### src/rtl/snv_pkg.sv
package snv_pkg;

    localparam int BYTE_W = 8;

    localparam logic [BYTE_W-1:0] OP_SET_WEL = 8'h06;
    localparam logic [BYTE_W-1:0] OP_CLR_WEL = 8'h04;
    localparam logic [BYTE_W-1:0] OP_RD_STAT = 8'h05;
    localparam logic [BYTE_W-1:0] OP_WR_STAT = 8'h01;
    localparam logic [BYTE_W-1:0] OP_RD_ARR  = 8'h03;
    localparam logic [BYTE_W-1:0] OP_WR_ARR  = 8'h02;

    typedef enum logic [2:0] {
        PH_IDLE,
        PH_OPC,
        PH_ADR,
        PH_WDAT,
        PH_RDAT,
        PH_SWR,
        PH_SRD
    } phase_e;

    typedef struct packed {
        logic held;
        logic sel;
        logic sck;
    } link_t;

endpackage

### src/rtl/snv_pin_sync.sv
module snv_pin_sync #(
    parameter int              W       = 1,
    parameter int              STAGES  = 2,
    parameter logic [W-1:0]    RST_VAL = '0
) (
    input  logic         clk,
    input  logic         rst_n,
    input  logic [W-1:0] d_i,
    output logic [W-1:0] q_o
);

    logic [STAGES-1:0][W-1:0] stg_q, stg_d;

    generate
        if (STAGES == 1) begin : g_single
            always_comb stg_d[0] = d_i;
        end else begin : g_chain
            always_comb stg_d = {stg_q[STAGES-2:0], d_i};
        end
    endgenerate

    always_ff @(posedge clk or negedge rst_n) begin
        if (!rst_n) begin
            stg_q <= {STAGES{RST_VAL}};
        end else begin
            stg_q <= stg_d;
        end
    end

    assign q_o = stg_q[STAGES-1];

endmodule

### src/rtl/snv_link_ctl.sv
module snv_link_ctl
    import snv_pkg::*;
(
    input  logic clk,
    input  logic rst_n,
    input  logic cs_n_s,
    input  logic sck_s,
    input  logic hold_n_s,
    output logic sel,
    output logic held,
    output logic sck_rise,
    output logic sck_fall,
    output logic sel_start,
    output logic sel_end
);

    link_t q, d;

    always_comb begin
        d = q;
        // pause pin is only looked at during the low clock phase
        d.held = sck_s ? q.held : ~hold_n_s;
        if (!q.held) begin
            d.sel = ~cs_n_s;
            d.sck = sck_s;
        end
        sck_rise  = !q.held && q.sel && sck_s && !q.sck;
        sck_fall  = !q.held && q.sel && !sck_s && q.sck;
        sel_start = !q.held && !q.sel && !cs_n_s;
        sel_end   = !q.held && q.sel && cs_n_s;
    end

    always_ff @(posedge clk or negedge rst_n) begin
        if (!rst_n) begin
            q <= '0;
        end else begin
            q <= d;
        end
    end

    assign sel  = q.sel;
    assign held = q.held;

    // the pause state only moves after a low sampled clock
    a_r6_hold_only_sck_low: assert property (@(posedge clk) disable iff (!rst_n)
        !$stable(q.held) |-> !$past(sck_s));

    // select level is frozen while paused
    a_r5_sel_frozen: assert property (@(posedge clk) disable iff (!rst_n)
        q.held |=> $stable(q.sel));

endmodule

### src/rtl/snv_cmd_engine.sv
module snv_cmd_engine
    import snv_pkg::*;
#(
    parameter int ADDR_W = 13
) (
    input  logic              clk,
    input  logic              rst_n,
    input  logic              sck_rise,
    input  logic              sck_fall,
    input  logic              sel,
    input  logic              sel_start,
    input  logic              sel_end,
    input  logic              held,
    input  logic              si,
    input  logic              wp_n,
    input  logic [BYTE_W-1:0] mem_rdata,
    output logic              so,
    output logic              so_oe,
    output logic [ADDR_W-1:0] mem_addr,
    output logic [BYTE_W-1:0] mem_wdata,
    output logic              mem_we,
    output logic              mem_re
);

    localparam int USER_W    = BYTE_W - 2;
    localparam int BIT_CNT_W = $clog2(BYTE_W);
    localparam int HI_W      = ADDR_W - BYTE_W;
    localparam logic [BIT_CNT_W-1:0] LAST_BIT = BIT_CNT_W'(BYTE_W - 1);

    typedef struct packed {
        phase_e              phase;
        logic                rd_cmd;
        logic                adr_hi_done;
        logic [BIT_CNT_W-1:0] bit_cnt;
        logic [BYTE_W-1:0]   shreg;
        logic [ADDR_W-1:0]   addr;
        logic [HI_W-1:0]     adr_hi;
        logic                wel;
        logic [USER_W-1:0]   user;
        logic                wr_seen;
        logic [BYTE_W-1:0]   obuf;
        logic                out_act;
        logic                so;
        logic                mem_we;
        logic                mem_re;
        logic                re_dly;
        logic [ADDR_W-1:0]   mem_addr;
        logic [BYTE_W-1:0]   mem_wdata;
    } eng_t;

    eng_t q, d;

    logic [BYTE_W-1:0] byte_in;
    logic [BYTE_W-1:0] status;
    logic [ADDR_W-1:0] new_addr;
    logic [ADDR_W-1:0] addr_nx;

    always_comb begin
        d          = q;
        d.mem_we   = 1'b0;
        d.mem_re   = 1'b0;
        d.re_dly   = q.mem_re;
        byte_in    = {q.shreg[BYTE_W-2:0], si};
        status     = {q.user, q.wel, 1'b0};
        new_addr   = {q.adr_hi, byte_in};
        addr_nx    = q.addr + ADDR_W'(1);

        if (q.re_dly) begin
            d.obuf = mem_rdata;
        end

        if (sel_start) begin
            d.phase       = PH_OPC;
            d.bit_cnt     = '0;
            d.adr_hi_done = 1'b0;
            d.wr_seen     = 1'b0;
            d.out_act     = 1'b0;
        end

        if (sel_end) begin
            d.phase   = PH_IDLE;
            d.out_act = 1'b0;
            if (q.wr_seen) begin
                d.wel = 1'b0;
            end
        end

        if (sck_rise) begin
            d.shreg   = byte_in;
            d.bit_cnt = q.bit_cnt + BIT_CNT_W'(1);
            if (q.bit_cnt == LAST_BIT) begin
                case (q.phase)
                    PH_OPC: begin
                        case (byte_in)
                            OP_SET_WEL: begin
                                d.wel   = 1'b1;
                                d.phase = PH_IDLE;
                            end
                            OP_CLR_WEL: begin
                                d.wel   = 1'b0;
                                d.phase = PH_IDLE;
                            end
                            OP_RD_STAT: begin
                                d.obuf  = status;
                                d.phase = PH_SRD;
                            end
                            OP_WR_STAT: begin
                                d.wr_seen = 1'b1;
                                d.phase   = PH_SWR;
                            end
                            OP_RD_ARR: begin
                                d.rd_cmd = 1'b1;
                                d.phase  = PH_ADR;
                            end
                            OP_WR_ARR: begin
                                d.rd_cmd  = 1'b0;
                                d.wr_seen = 1'b1;
                                d.phase   = PH_ADR;
                            end
                            default: d.phase = PH_IDLE;
                        endcase
                    end
                    PH_ADR: begin
                        if (!q.adr_hi_done) begin
                            d.adr_hi      = byte_in[HI_W-1:0];
                            d.adr_hi_done = 1'b1;
                        end else begin
                            d.addr = new_addr;
                            if (q.rd_cmd) begin
                                d.mem_re   = 1'b1;
                                d.mem_addr = new_addr;
                                d.phase    = PH_RDAT;
                            end else begin
                                d.phase = PH_WDAT;
                            end
                        end
                    end
                    PH_WDAT: begin
                        if (q.wel) begin
                            d.mem_we    = 1'b1;
                            d.mem_addr  = q.addr;
                            d.mem_wdata = byte_in;
                        end
                        d.addr = addr_nx;
                    end
                    PH_RDAT: begin
                        d.addr     = addr_nx;
                        d.mem_re   = 1'b1;
                        d.mem_addr = addr_nx;
                    end
                    PH_SWR: begin
                        if (q.wel && wp_n) begin
                            d.user = byte_in[BYTE_W-1:2];
                        end
                        d.phase = PH_IDLE;
                    end
                    PH_SRD: begin
                        d.obuf = status;
                    end
                    default: ;
                endcase
            end
        end

        if (sck_fall && (q.phase == PH_RDAT || q.phase == PH_SRD)) begin
            d.so      = q.obuf[BYTE_W-1];
            d.obuf    = {q.obuf[BYTE_W-2:0], 1'b0};
            d.out_act = 1'b1;
        end
    end

    always_ff @(posedge clk or negedge rst_n) begin
        if (!rst_n) begin
            q <= '0;
        end else begin
            q <= d;
        end
    end

    assign so        = q.so;
    assign so_oe     = q.out_act && sel && !held;
    assign mem_addr  = q.mem_addr;
    assign mem_wdata = q.mem_wdata;
    assign mem_we    = q.mem_we;
    assign mem_re    = q.mem_re;

    // a low lock input keeps the user status bits unchanged
    a_r7_wp_blocks_status: assert property (@(posedge clk) disable iff (!rst_n)
        !wp_n |=> $stable(q.user));

    // array strobe only with the latch set the cycle before
    a_r10_write_needs_wel: assert property (@(posedge clk) disable iff (!rst_n)
        q.mem_we |-> $past(q.wel));

    // no progress of the transfer while paused
    a_r5_hold_freezes: assert property (@(posedge clk) disable iff (!rst_n)
        held |=> ($stable(q.bit_cnt) && $stable(q.phase) && $stable(q.addr)));

    // output drive only in a data-out phase
    a_r8_so_only_reading: assert property (@(posedge clk) disable iff (!rst_n)
        so_oe |-> (q.phase == PH_RDAT || q.phase == PH_SRD));

    // never read and write together
    a_r12_port_onehot: assert property (@(posedge clk) disable iff (!rst_n)
        $onehot0({q.mem_we, q.mem_re}));

    // write strobe is a single-cycle pulse
    a_r12_we_pulse: assert property (@(posedge clk) disable iff (!rst_n)
        q.mem_we |=> !q.mem_we);

    // memory accesses only follow activity inside a selection
    a_r1_access_inside_select: assert property (@(posedge clk) disable iff (!rst_n)
        (q.mem_we || q.mem_re) |-> $past(sel));

endmodule

### src/rtl/serial_nvm_slave.sv
module serial_nvm_slave
    import snv_pkg::*;
#(
    parameter int ADDR_W      = 13,
    parameter int SYNC_STAGES = 2
) (
    input  logic              clk,
    input  logic              rst_n,
    input  logic              cs_n,
    input  logic              sck,
    input  logic              si,
    input  logic              hold_n,
    input  logic              wp_n,
    output logic              so,
    output logic              so_oe,
    output logic [ADDR_W-1:0] mem_addr,
    output logic [BYTE_W-1:0] mem_wdata,
    output logic              mem_we,
    output logic              mem_re,
    input  logic [BYTE_W-1:0] mem_rdata
);

    localparam int PIN_W = 5;
    localparam logic [PIN_W-1:0] PIN_RST = 5'b11001;

    logic [PIN_W-1:0] pins_s;
    logic cs_n_s, sck_s, si_s, hold_n_s, wp_n_s;
    logic sel, held, sck_rise, sck_fall, sel_start, sel_end;

    snv_pin_sync #(
        .W       (PIN_W),
        .STAGES  (SYNC_STAGES),
        .RST_VAL (PIN_RST)
    ) u_sync (
        .clk   (clk),
        .rst_n (rst_n),
        .d_i   ({wp_n, hold_n, si, sck, cs_n}),
        .q_o   (pins_s)
    );

    assign {wp_n_s, hold_n_s, si_s, sck_s, cs_n_s} = pins_s;

    snv_link_ctl u_link (
        .clk       (clk),
        .rst_n     (rst_n),
        .cs_n_s    (cs_n_s),
        .sck_s     (sck_s),
        .hold_n_s  (hold_n_s),
        .sel       (sel),
        .held      (held),
        .sck_rise  (sck_rise),
        .sck_fall  (sck_fall),
        .sel_start (sel_start),
        .sel_end   (sel_end)
    );

    snv_cmd_engine #(
        .ADDR_W (ADDR_W)
    ) u_eng (
        .clk       (clk),
        .rst_n     (rst_n),
        .sck_rise  (sck_rise),
        .sck_fall  (sck_fall),
        .sel       (sel),
        .sel_start (sel_start),
        .sel_end   (sel_end),
        .held      (held),
        .si        (si_s),
        .wp_n      (wp_n_s),
        .mem_rdata (mem_rdata),
        .so        (so),
        .so_oe     (so_oe),
        .mem_addr  (mem_addr),
        .mem_wdata (mem_wdata),
        .mem_we    (mem_we),
        .mem_re    (mem_re)
    );

endmodule

### config.mk
export PLATFORM = sky130hd
export DESIGN_NAME = serial_nvm_slave
export DESIGN_NICKNAME = d
export VERILOG_FILES = /design/src/rtl/snv_pkg.sv /design/src/rtl/snv_pin_sync.sv /design/src/rtl/snv_link_ctl.sv /design/src/rtl/snv_cmd_engine.sv /design/src/rtl/serial_nvm_slave.sv
export SDC_FILE = /design/constraint.sdc
export NUM_CORES = 1
export LEC_CHECK = 0
export BUFFER_PORTS_ARGS = -buffer_cell sky130_fd_sc_hd__buf_2
export CAP_MARGIN = 20
export CORE_UTILIZATION = 30
export CTS_CLUSTER_SIZE = 8
export DETAILED_ROUTE_END_ITERATION = 10
export GPL_ROUTABILITY_DRIVEN = 0
export PLACE_DENSITY = 0.44
export SLEW_MARGIN = 20
export SYNTH_ARGS = -nofsm -noshare
export SYNTH_HDL_FRONTEND = slang
export SYNTH_SLANG_ARGS = --single-unit
### constraint.sdc
create_clock -name clk -period 2.7 [get_ports clk]
set_input_delay 0.54 -clock clk [delete_from_list [all_inputs] [get_ports clk]]
set_output_delay 0.54 -clock clk [all_outputs]
set_load 0.005 [all_outputs]
==> results of run 1 <==
-- how the worst min path moves through the flow --
stage | from | endpoint | slack (ps) | cells past startpoint
3_3_place_gp | u_sync.stg_d[7]$_DFF_PN0_ | u_sync.q_o[2]$_DFF_PN0_ | 330 | 0
2_1_floorplan | rst_n | u_eng.byte_in[1]$_DFFE_PN0P_ | 240 | 0
3_5_place_dp | u_sync.stg_d[7]$_DFF_PN0_ | u_sync.q_o[2]$_DFF_PN0_ | 340 | 0
6_report | rst_n | u_eng.mem_addr[6]$_DFFE_PN0P_ | 180 | 1
4_1_cts | rst_n | u_eng.mem_addr[0]$_DFFE_PN0P_ | 200 | 1
5_1_grt | rst_n | u_eng.mem_addr[0]$_DFFE_PN0P_ | 230 | 1
-- registers in the layout, indices dropped and copies added (netlist names) --
signal	count
u_eng.mem_wdata	8
u_eng.mem_addr	13
u_sync.stg_d	5
u_sync.q_o	5
u_link.sel	1
u_eng.so	1
u_link.q	1
u_eng.byte_in	7
u_eng.mem_we	1
u_eng.q	39
u_eng.mem_re	1
u_eng.new_addr	5
u_link.held	1
-- metrics by stage --
| step | power, mW | hold slack (ps) | setup WS [ps] |
|---|---|---|---|
| after floorplan | 1.74 | 244 | 945 |
| after global placement | 1.95 | 332 | 633 |
| after detailed placement | 1.95 | 336 | 626 |
| after CTS | 3.21 | 198 | 619 |
| after global routing | 3.30 | 228 | 484 |
| final | 3.15 | 179 | 622 |
-- synthesized netlist by cell type (all sizes together) (5+ instances only) --
cell    count  share of area
a21oi      24          0.026
dfrtp      82           0.44
mux2       37          0.090
o21ai      18          0.020
o22ai       5         0.0067
nor3        7         0.0075
nand4      13          0.019
clkbuf     13          0.011
buf        37          0.055
dfstp       6          0.034
inv        12         0.0097
mux2i       7          0.015
and2        8          0.011
nor2       15          0.012
nand2      33          0.027
o211ai     15          0.024
a31oi      11          0.015
nand3      12          0.014
a22oi      10          0.016
-- cells by family after synthesis --
logic type | share of synthesized area
compound gates | 0.177
xor+xnor | 0.00565
fa+ha+maj | 0.00807
buf+inv | 0.0758
flops | 0.475
mux | 0.105
simple gates | 0.155
-- power by group --
part | internal, mW | total (mW) | leakage, nW | switching, mW
clock | 0.742 | 1.24 | 0.140 | 0.500
sequential | 1.39 | 1.50 | 1.15 | 0.108
combinational | 0.182 | 0.416 | 1.02 | 0.234
total | 2.31 | 3.15 | 2.31 | 0.841
-- worst register-to-register path, stage by stage (launching register included) --
cell and delay (ps):
dfrtp_1 530, or3b_1 620, buf_4 260, a32o_1 240
a211oi_1 210, a21oi_1 90
-- final cells by class --
cell class	instances	area, µm²
Inverter	12	45.0
Multi-Input combinational cell	289	2090
Fill cell	1541	9950
Timing Repair Buffer	56	325
Clock buffer	13	250
Clock inverter	3	42.5
Tap cell	188	235
Sequential cell	88	2210
-- layer usage --
metal,part of all wire,GRT usage,vias up
met1,0.48,0.216,1789
li1,-,-,1649
met5,0,0,-
met3,0.038,0.0224,18
met2,0.45,0.238,90
met4,0.025,0.0723,0
==> metrics, run 1 <==
CP endpoint u_eng.mem_addr[9]$_DFFE_PN0P_; TritonCTS Buffers 9; Die W 127 µm; post-synthesis cell area 4650 µm²; DR iter-0 viols 287; Overflow after GRT 0; # nets final 474; headroom to the max-slew limit 0.558; Yosys reg bits 88; vias in the first global route 3498; Initial Utilization 0.307; hold crit path type input pin to async pin; largest net degree at the start of global routing 43; Slew Limit Fails 0; gr usage total 0.155; Reg2Reg Setup Slack 620 ps; status completed; vias per cell 5.46; dpl cell area 4910 µm²; setup TNS 0 ps; # Max-Cap Violations 0; clk slew on worst S/H paths 60 ps; postcts setup bufs 0; commonest non-fill, non-tap cell in the layout dfrtp_1; DRC 0; die area 16000 µm²; initial antenna violation count 0; Critical Path Start u_eng.q[74]$_DFF_PN0_; final cycle utilization of the critical path 0.770; number of flops mapped to enable cells by yosys 0; placed cell count 633; final core occ 0.343; post-synthesis instance total 439; CTS root buf clkbuf_16; Critical Path Sink Type flip-flop; Crit Reg-Reg Startpoint u_eng.q[74]$_DFF_PN0_; post-DR wirelength/cell 17.9 µm; Max VDD drop 0.312 mV; Most used DFF post-synth dfrtp_1; critical path peak fanout 12; CP startpoint kind flip-flop; dpl hpwl 8.01 mm; CTS tree yes; Synth Warn # 0; Synth Net Count 457; quantity of gates resized following cts 0; CP cell instances or3b_1, buf_4, a32o_1, a211oi_1, a21oi_1; Die Span Y 127 µm; crit path time final 2080 ps; CTS sink cnt 88; RSZ-0062 raised after global routing no; first-pass GRT wire length 19.2 mm; row cnt 45; reg2reg path depth 5; WP depth 5; proportion of layout cells with a drive suffix above 1 0.269; most frequent cells in the layout 82 x dfrtp_1, 38 x buf_2, 36 x mux2_2, 32 x nand2_1, 24 x a21oi_1; worst r2r dst u_eng.mem_addr[9]$_DFFE_PN0P_; post-route cell area 5200 µm²; final setup skew 9.23 ps; final hold vios 0; I/O pins 40; final wirelength 11.6 mm; Clk Latency, worst-skew pair 340 ps; Worst Tran Pin Value 657 ps; sequential cell area fraction in the yosys report 0.475; Clock Path Buffers 2; PD cells 607 nW/µm²; Port Buffers 39; Critical Path AT 2290 ps; post-route ant nets 0; Max stage delay cell, worst path or3b_1; Crit path max-delay family simple AND/OR/NAND/NOR gates; H-tree depth 3; CP peak stage delay 620 ps; Syn Area/Cell 10.6 µm²; Cell variety after synth 69; via count 3546; f_max 0.481 GHz; Finished Layout Cells 649; layout overhead on the synthesized area 11.7%; core box area 15100 µm²; WS Path Type flip-flop to flip-flop; Worst Path Required 2920 ps; First-pass DRT Iterations 5; worst path bufs/invs 1; ant diodes 0; hold_buf cts 0; async set-reset flop share out of synthesis 1.00; # setup viols final 0; Leakage 2.31 nW
No activity file was read; power rests on OpenSTA's default activity.
==> run 2, diff against run 1 <==
ABC_AREA = 1   (was unset)
clock period = 2 ns   (was 2.7 ns; I/O delays follow)
==> run 2 against run 1 <==
  * Largest cell class unchanged
  * Total power is 29% higher
  * Wire length is 3.2% lower
  * Largest power group unchanged
  * Sequential power is 31% higher
  * Register-to-register slack worse by 380 ps
  * Area after synthesis is 4.1% lower
  * Via count is 3.7% higher
  * Critical endpoint is now u_eng.q[37]$_DFFE_PN0P_
  * Flip-flop and latch count stayed put
  * Clock-buffer cell count is 3 lower
  * Sequential share of layout area is 1.3 points higher
  * Synthesized cell count is 26% higher
  * Clock power is 30% higher
==> metrics, run 2 <==
final wirelength 11.2 mm (-3.2%); First-pass DRT Iterations 5 (unchanged); switch share 0.294 (+0.0273); Clock Path Buffers 2 (unchanged); met2 usage 0.246 (+0.00794); status completed; Internal Power 2.88 mW (+24%); Synth Net Count 571 (+25%); compound-gate portion of the synthesized area 0.0995 (-0.0771); commonest cells in the netlist 157 x nand2_1, 82 x dfrtp_1, 67 x nor2_1, 49 x nand3_1, 36 x o21ai_0; Die Span Y 124 µm (-2.0%); hold crit path type input pin to async pin; die area 15400 µm² (-4.0%); number of flops mapped to enable cells by yosys 0 (unchanged); dpl hpwl 8.32 mm (+3.9%); final hold vios 0 (unchanged); Clk Latency, worst-skew pair 350 ps (about the same); # nets final 597 (+26%); gr usage total 0.162 (+0.00696); Cell variety after synth 32 (-54%); WS Path Type flip-flop to flip-flop; Syn Area/Cell 8.08 µm² (-24%); postcts setup bufs 0 (unchanged); most frequent cells in the layout 157 x nand2_1, 82 x dfrtp_1, 67 x nor2_1, 49 x nand3_1, 38 x buf_2; Setup WS pre-CTS 225 ps (-401 ps); Logic pwr share 0.123 (-0.009); post-synthesis mux area share 0.0134 (-0.0911); # Max-Cap Violations 0 (unchanged); Initial Utilization 0.307 (about the same); Most used DFF post-synth dfrtp_1; post-synthesis cell area 4470 µm² (-4.1%); f_max 0.570 GHz (+18%); Port Buffers 39 (unchanged); post-route ant nets 0 (unchanged); DR iter-0 viols 210 (-27%); Reg power frac 0.482 (+0.008); headroom to the max-slew limit 0.635 (+0.0774); Area contributors post-synth dfrtp_1 46%, nand2_1 13%, nor2_1 5.6%; CTS root buf clkbuf_16; Max VDD drop 0.414 mV (+33%); I/O pins 40 (unchanged); Synth Area in XOR/XNOR 0.00392 (-0.00172); largest net degree at the start of global routing 34 (-21%); post-route cell area 5040 µm² (-3.0%); hold slack 1.36 ps (-178 ps); final cycle utilization of the critical path 0.877 (+0.108); critical path peak fanout 12 (unchanged); post-DR wirelength/cell 14.6 µm (-18%); post-synthesis simple-gate area fraction 0.286 (+0.132); H-tree depth 3 (unchanged); sequential cell area fraction in the yosys report 0.495 (+0.0201); async set-reset flop share out of synthesis 1.00 (unchanged); initial antenna violation count 0 (unchanged); Critical Path AT 1970 ps (-320 ps); Overflow after GRT 0 (unchanged); proportion of layout cells with a drive suffix above 1 0.173 (-0.0960); dpl cell area 4760 µm² (-3.0%); GRT busiest layer met2; TritonCTS Buffers 9 (unchanged); commonest non-fill, non-tap cell in the layout nand2_1; largest family of logic cells by synthesized area simple AND/OR/NAND/NOR gates; # setup viols final 0 (unchanged); core box area 14500 µm² (-4.0%); quantity of gates resized following cts 0 (unchanged); RSZ-0062 raised after global routing no; switching power 1.20 mW (+42%); CTS tree yes; clock share of power 0.395 (about the same); Critical Path Sink Type flip-flop; area leader, netlist dfrtp_1; Yosys reg bits 88 (unchanged); setup TNS 0 ps (unchanged); layout overhead on the synthesized area 12.9%; CP startpoint kind flip-flop; met1 Usage GRT 0.224 (+0.00833); fill cell count 1546 (+0.32%); routing usage on met3 0.0293 (+0.00695); post-synthesis instance total 553 (+26%); final setup skew 7.98 ps (-1.25 ps); first-pass GRT wire length 18.6 mm (-3.2%); setup ws final 245 ps (-377 ps); crit path time final 1750 ps (-323 ps); hold_buf cts 0 (unchanged); Synth Area in Adders 0.00841 (+0.000341); ant diodes 0 (unchanged); Leakage 2.47 nW (+7.1%); PD cells 808 nW/µm² (+33%); clk slew on worst S/H paths 60 ps (about the same); Worst Tran Pin Value 546 ps (-111 ps); Finished Layout Cells 768 (+18%); register bank with the most flops u_eng.q; row cnt 44 (-2.2%); Slew Limit Fails 0 (unchanged); via count 3678 (+3.7%); placed cell count 752 (+19%); vias in the first global route 3598 (+2.9%); Worst Path Required 2220 ps (-700 ps); count leader, synth nand2_1; CTS sink cnt 88 (unchanged); max FFs per register 39 (unchanged); Die W 124 µm (-2.0%); DRC 0 (unchanged); vias per cell 4.79 (-12%); top-area cell type share of the netlist area 0.460 (+0.0187); Synth Warn # 0 (unchanged)
## run 2: routing by layer
layer	routed length, µm	part of all wire
met1	5610	0.50
met2	4900	0.44
met3	490	0.044
met4	220	0.020
met5	0	0
## run 2: worst paths after layout
kind	from	endpoint	slack, ps	cells past startpoint
hold / removal	rst_n	u_eng.mem_addr[6]$_DFFE_PN0P_	1	1
min in group clk	wp_n	u_sync.stg_d[9]$_DFF_PN1_	140	1
setup / recovery	u_eng.q[68]$_DFFE_PN0P_	u_eng.q[37]$_DFFE_PN0P_	250	7
setup reg to reg	u_eng.q[68]$_DFFE_PN0P_	u_eng.q[37]$_DFFE_PN0P_	250	7
max in group asynchronous	rst_n	u_sync.stg_d[9]$_DFF_PN1_	1400	2
hold reg to reg	u_sync.stg_d[6]$_DFF_PN0_	u_sync.q_o[1]$_DFF_PN0_	350	0
## run 2: kinds of logic (layout without fill, tap and decap cells)
kind of cell	count (synthesis)	after routing
AO/OA/AOI/OAI	76	76
multiplexers	6	6
AND/OR/NAND/NOR	298	298
flip-flops	88	88
adder cells (fa/ha/maj)	3	3
XOR/XNOR	2	2
buffers and inverters	80	111
## run 2: layout make-up
class,instances,area (µm²),area share
Clock buffer,10,239,0.0474
Clock inverter,6,43.8,0.00868
Inverter,43,161,0.0320
Multi-Input combinational cell,385,1840,0.365
Sequential cell,88,2210,0.438
Tap cell,184,230,0.0457
Timing Repair Buffer,52,320,0.0635
## run 2: metrics by stage
step	total power [mW]	util
2_1_floorplan	2.27	-
3_3_place_gp	2.49	0.327
3_5_place_dp	2.50	0.327
4_1_cts	4.14	0.347
5_1_grt	4.30	0.347
6_report	4.07	0.347
## run 2: power groups by stage
stage | registers, mW | logic [mW] | clock network, mW
after floorplan | 1.96 | 0.315 | 0
after global placement | 1.99 | 0.505 | 0
after detailed placement | 1.99 | 0.507 | 0
after CTS | 1.96 | 0.510 | 1.67
after global routing | 1.98 | 0.584 | 1.74
final | 1.96 | 0.503 | 1.61
## run 2: critical path: stages (launching register included)
cell     delay (ps)
dfrtp_1         380
ha_1            160
ha_1            180
nand3_4         160
inv_1           140
nand4_1         340
nand2_1         170
o21ai_0          90
==> run 3, diff against run 2 <==
ABC_AREA = unset   (was 1)
==> run 3 against run 2 <==
  * Worst hold slack better by 150 ps
  * Sequential share of layout area down 3.2 points
  * Clock power up 13%
  * Final cell count down 13%
  * Sequential power up 3%
  * Clock skew down 0.66 ps
==> metrics, run 3 (synthesized netlist as in run 1, its figures left out) <==
first-pass GRT wire length 19.4 mm (+4.4%); commonest non-fill, non-tap cell in the layout dfrtp_1; clk slew on worst S/H paths 70 ps (about the same); most frequent cells in the layout 82 x dfrtp_1, 38 x buf_2, 36 x mux2_2, 36 x buf_4, 32 x nand2_1; worst r2r dst u_eng.q[52]$_DFFE_PN0P_; First-pass DRT Iterations 4 (-1); hold crit path type input pin to flip-flop; Initial Utilization 0.307 (about the same); GRT busiest layer met2; CP cell instances or3b_1, o21ai_2, nand2_1, o2bb2ai_1; Hold Path Depth 1; final hold vios 0 (unchanged); # Max-Cap Violations 0 (unchanged); I/O pins 40 (unchanged); Setup WS pre-CTS 35.1 ps (-190 ps); routing usage on met3 0.0266 (-0.00273); largest net degree at the start of global routing 50 (+47%); die area 16000 µm² (+4.2%); CP startpoint kind flip-flop; Hold Path Origin cs_n; H-tree depth 3 (unchanged); Port Buffers 39 (unchanged); Max VDD drop 0.406 mV (-2.0%); CTS sink cnt 88 (unchanged); final setup skew 7.32 ps (-0.658 ps); Worst Path Required 2220 ps (about the same); RSZ-0062 raised after global routing no; status completed; max FFs per register 39 (unchanged); setup ws final 97.1 ps (-148 ps); Overflow after GRT 0 (unchanged); layout overhead on the synthesized area 16.9%; row cnt 45 (+2.3%); Leakage 2.45 nW (-0.97%); f_max 0.526 GHz (-7.8%); PD cells 822 nW/µm² (+1.7%); Clock Path Buffers 2 (unchanged); ant diodes 0 (unchanged); fill cell count 1520 (-1.7%); post-route ant nets 0 (unchanged); Max stage delay cell, worst path dfrtp_1; register bank with the most flops u_eng.q; DR iter-0 viols 267 (+27%); vias in the first global route 3540 (-1.6%); # nets final 496 (-17%); CTS root buf clkbuf_16; Reg2Reg Setup Slack 100 ps (-150 ps); met1 Usage GRT 0.222 (-0.00190); Critical Path Sink Type flip-flop; setup TNS 0 ps (unchanged); Die W 127 µm (+2.1%); dpl hpwl 8.17 mm (-1.8%); Critical Path AT 2130 ps (+160 ps); CTS tree yes; Die Span Y 127 µm (+2.1%); TritonCTS Buffers 9 (unchanged); WS Path Type flip-flop to flip-flop; gr usage total 0.156 (-0.00564); met2 usage 0.235 (-0.0112); Crit Reg-Reg Startpoint u_eng.q[74]$_DFF_PN0_; initial antenna violation count 0 (unchanged); proportion of layout cells with a drive suffix above 1 0.308 (+0.136); vias per cell 5.26 (+9.9%); critical path peak fanout 12 (unchanged); # setup viols final 0 (unchanged); final wirelength 11.7 mm (+4.5%); core box area 15100 µm² (+4.2%); Slew Limit Fails 0 (unchanged); Worst Tran Pin Value 573 ps (+27.6 ps); reg2reg path depth 4 (-3); crit path time final 1900 ps (+148 ps); via count 3532 (-4.0%); headroom to the max-slew limit 0.618 (-0.0176); hold endpoint u_sync.stg_d[5]$_DFF_PN1_; DRC 0 (unchanged); CP peak stage delay 530 ps (+150 ps); final cycle utilization of the critical path 0.951 (+0.0739); Clk Latency, worst-skew pair 340 ps (about the same); post-DR wirelength/cell 17.5 µm (+20%)
## run 3: cell count changes in the layout (fill, tap and decap cells not counted), moves of 9 or more
cell      before  now
buf_4         12   36
inv_1         35   12
nor2_1        67   15
mux2_2         0   36
nand3_1       49   11
nand2_1      157   32
o211ai_1       6   15
a22oi_1        0   10
o21ai_0       36   17
a21oi_1       12   24
## run 3: repair_timing
item	in CTS	in global routing
endpoints found under the hold margin	11	0
hold buffers	1	0
buffers inserted	0	0
gates resized for setup	0	1
setup endpoints to repair	0	1
## run 3: worst max-delay path by stage
| stage | to | depth (start not counted) | slack (ps) | start |
|---|---|---|---|---|
| 2_1_floorplan | u_eng.q[72]$_DFFE_PN0P_ | 5 | 250 | u_eng.q[75]$_DFF_PN0_ |
| 3_3_place_gp | u_eng.q[72]$_DFFE_PN0P_ | 5 | 140 | u_eng.q[75]$_DFF_PN0_ |
| 3_5_place_dp | u_eng.q[72]$_DFFE_PN0P_ | 5 | 40 | u_eng.q[75]$_DFF_PN0_ |
| 4_1_cts | u_eng.q[72]$_DFFE_PN0P_ | 5 | 40 | u_eng.q[75]$_DFF_PN0_ |
| 5_1_grt | u_eng.q[47]$_DFFE_PN0P_ | 4 | 9 | u_eng.q[74]$_DFF_PN0_ |
| 6_report | u_eng.q[52]$_DFFE_PN0P_ | 4 | 100 | u_eng.q[74]$_DFF_PN0_ |
## run 3: power by group
group	switching (mW)	internal [mW]
registers	0.139	1.87
logic	0.341	0.295
clock network	0.723	1.10
## run 3: worst max-delay path: cells and delay by family, from the launching register on
| kind | cells | cell delay (ps) |
|---|---|---|
| compound gates | 2 | 460 |
| flops | 1 | 530 |
| simple gates | 2 | 790 |
## run 3: through the flow
step                      cells  power [mW]  hold WS (ps)  area, µm²  utilization
after floorplan             439        2.35           104       4650            -
after global placement      654        2.69           260       5100        0.337
after detailed placement    654        2.69           263       5100        0.337
after CTS                   671        4.54           136       5430        0.359
after global routing        671        4.69           134       5440        0.359
final                       671        4.47           153       5440        0.359
## run 3: per-layer routing
layer | up-vias | part of all wire
li1 | 1695 | -
met1 | 1742 | 0.48
met2 | 83 | 0.45
met3 | 12 | 0.052
met4 | 0 | 0.014
met5 | - | 0
## run 3: cell type report
class	instances	area (µm²)	area share
Clock inverter	7	95.1	0.0175
Sequential cell	88	2210	0.406
Timing Repair Buffer	78	531	0.0975
Multi-Input combinational cell	289	2100	0.386
Inverter	12	45.0	0.00828
Clock buffer	9	225	0.0414
Tap cell	188	235	0.0432
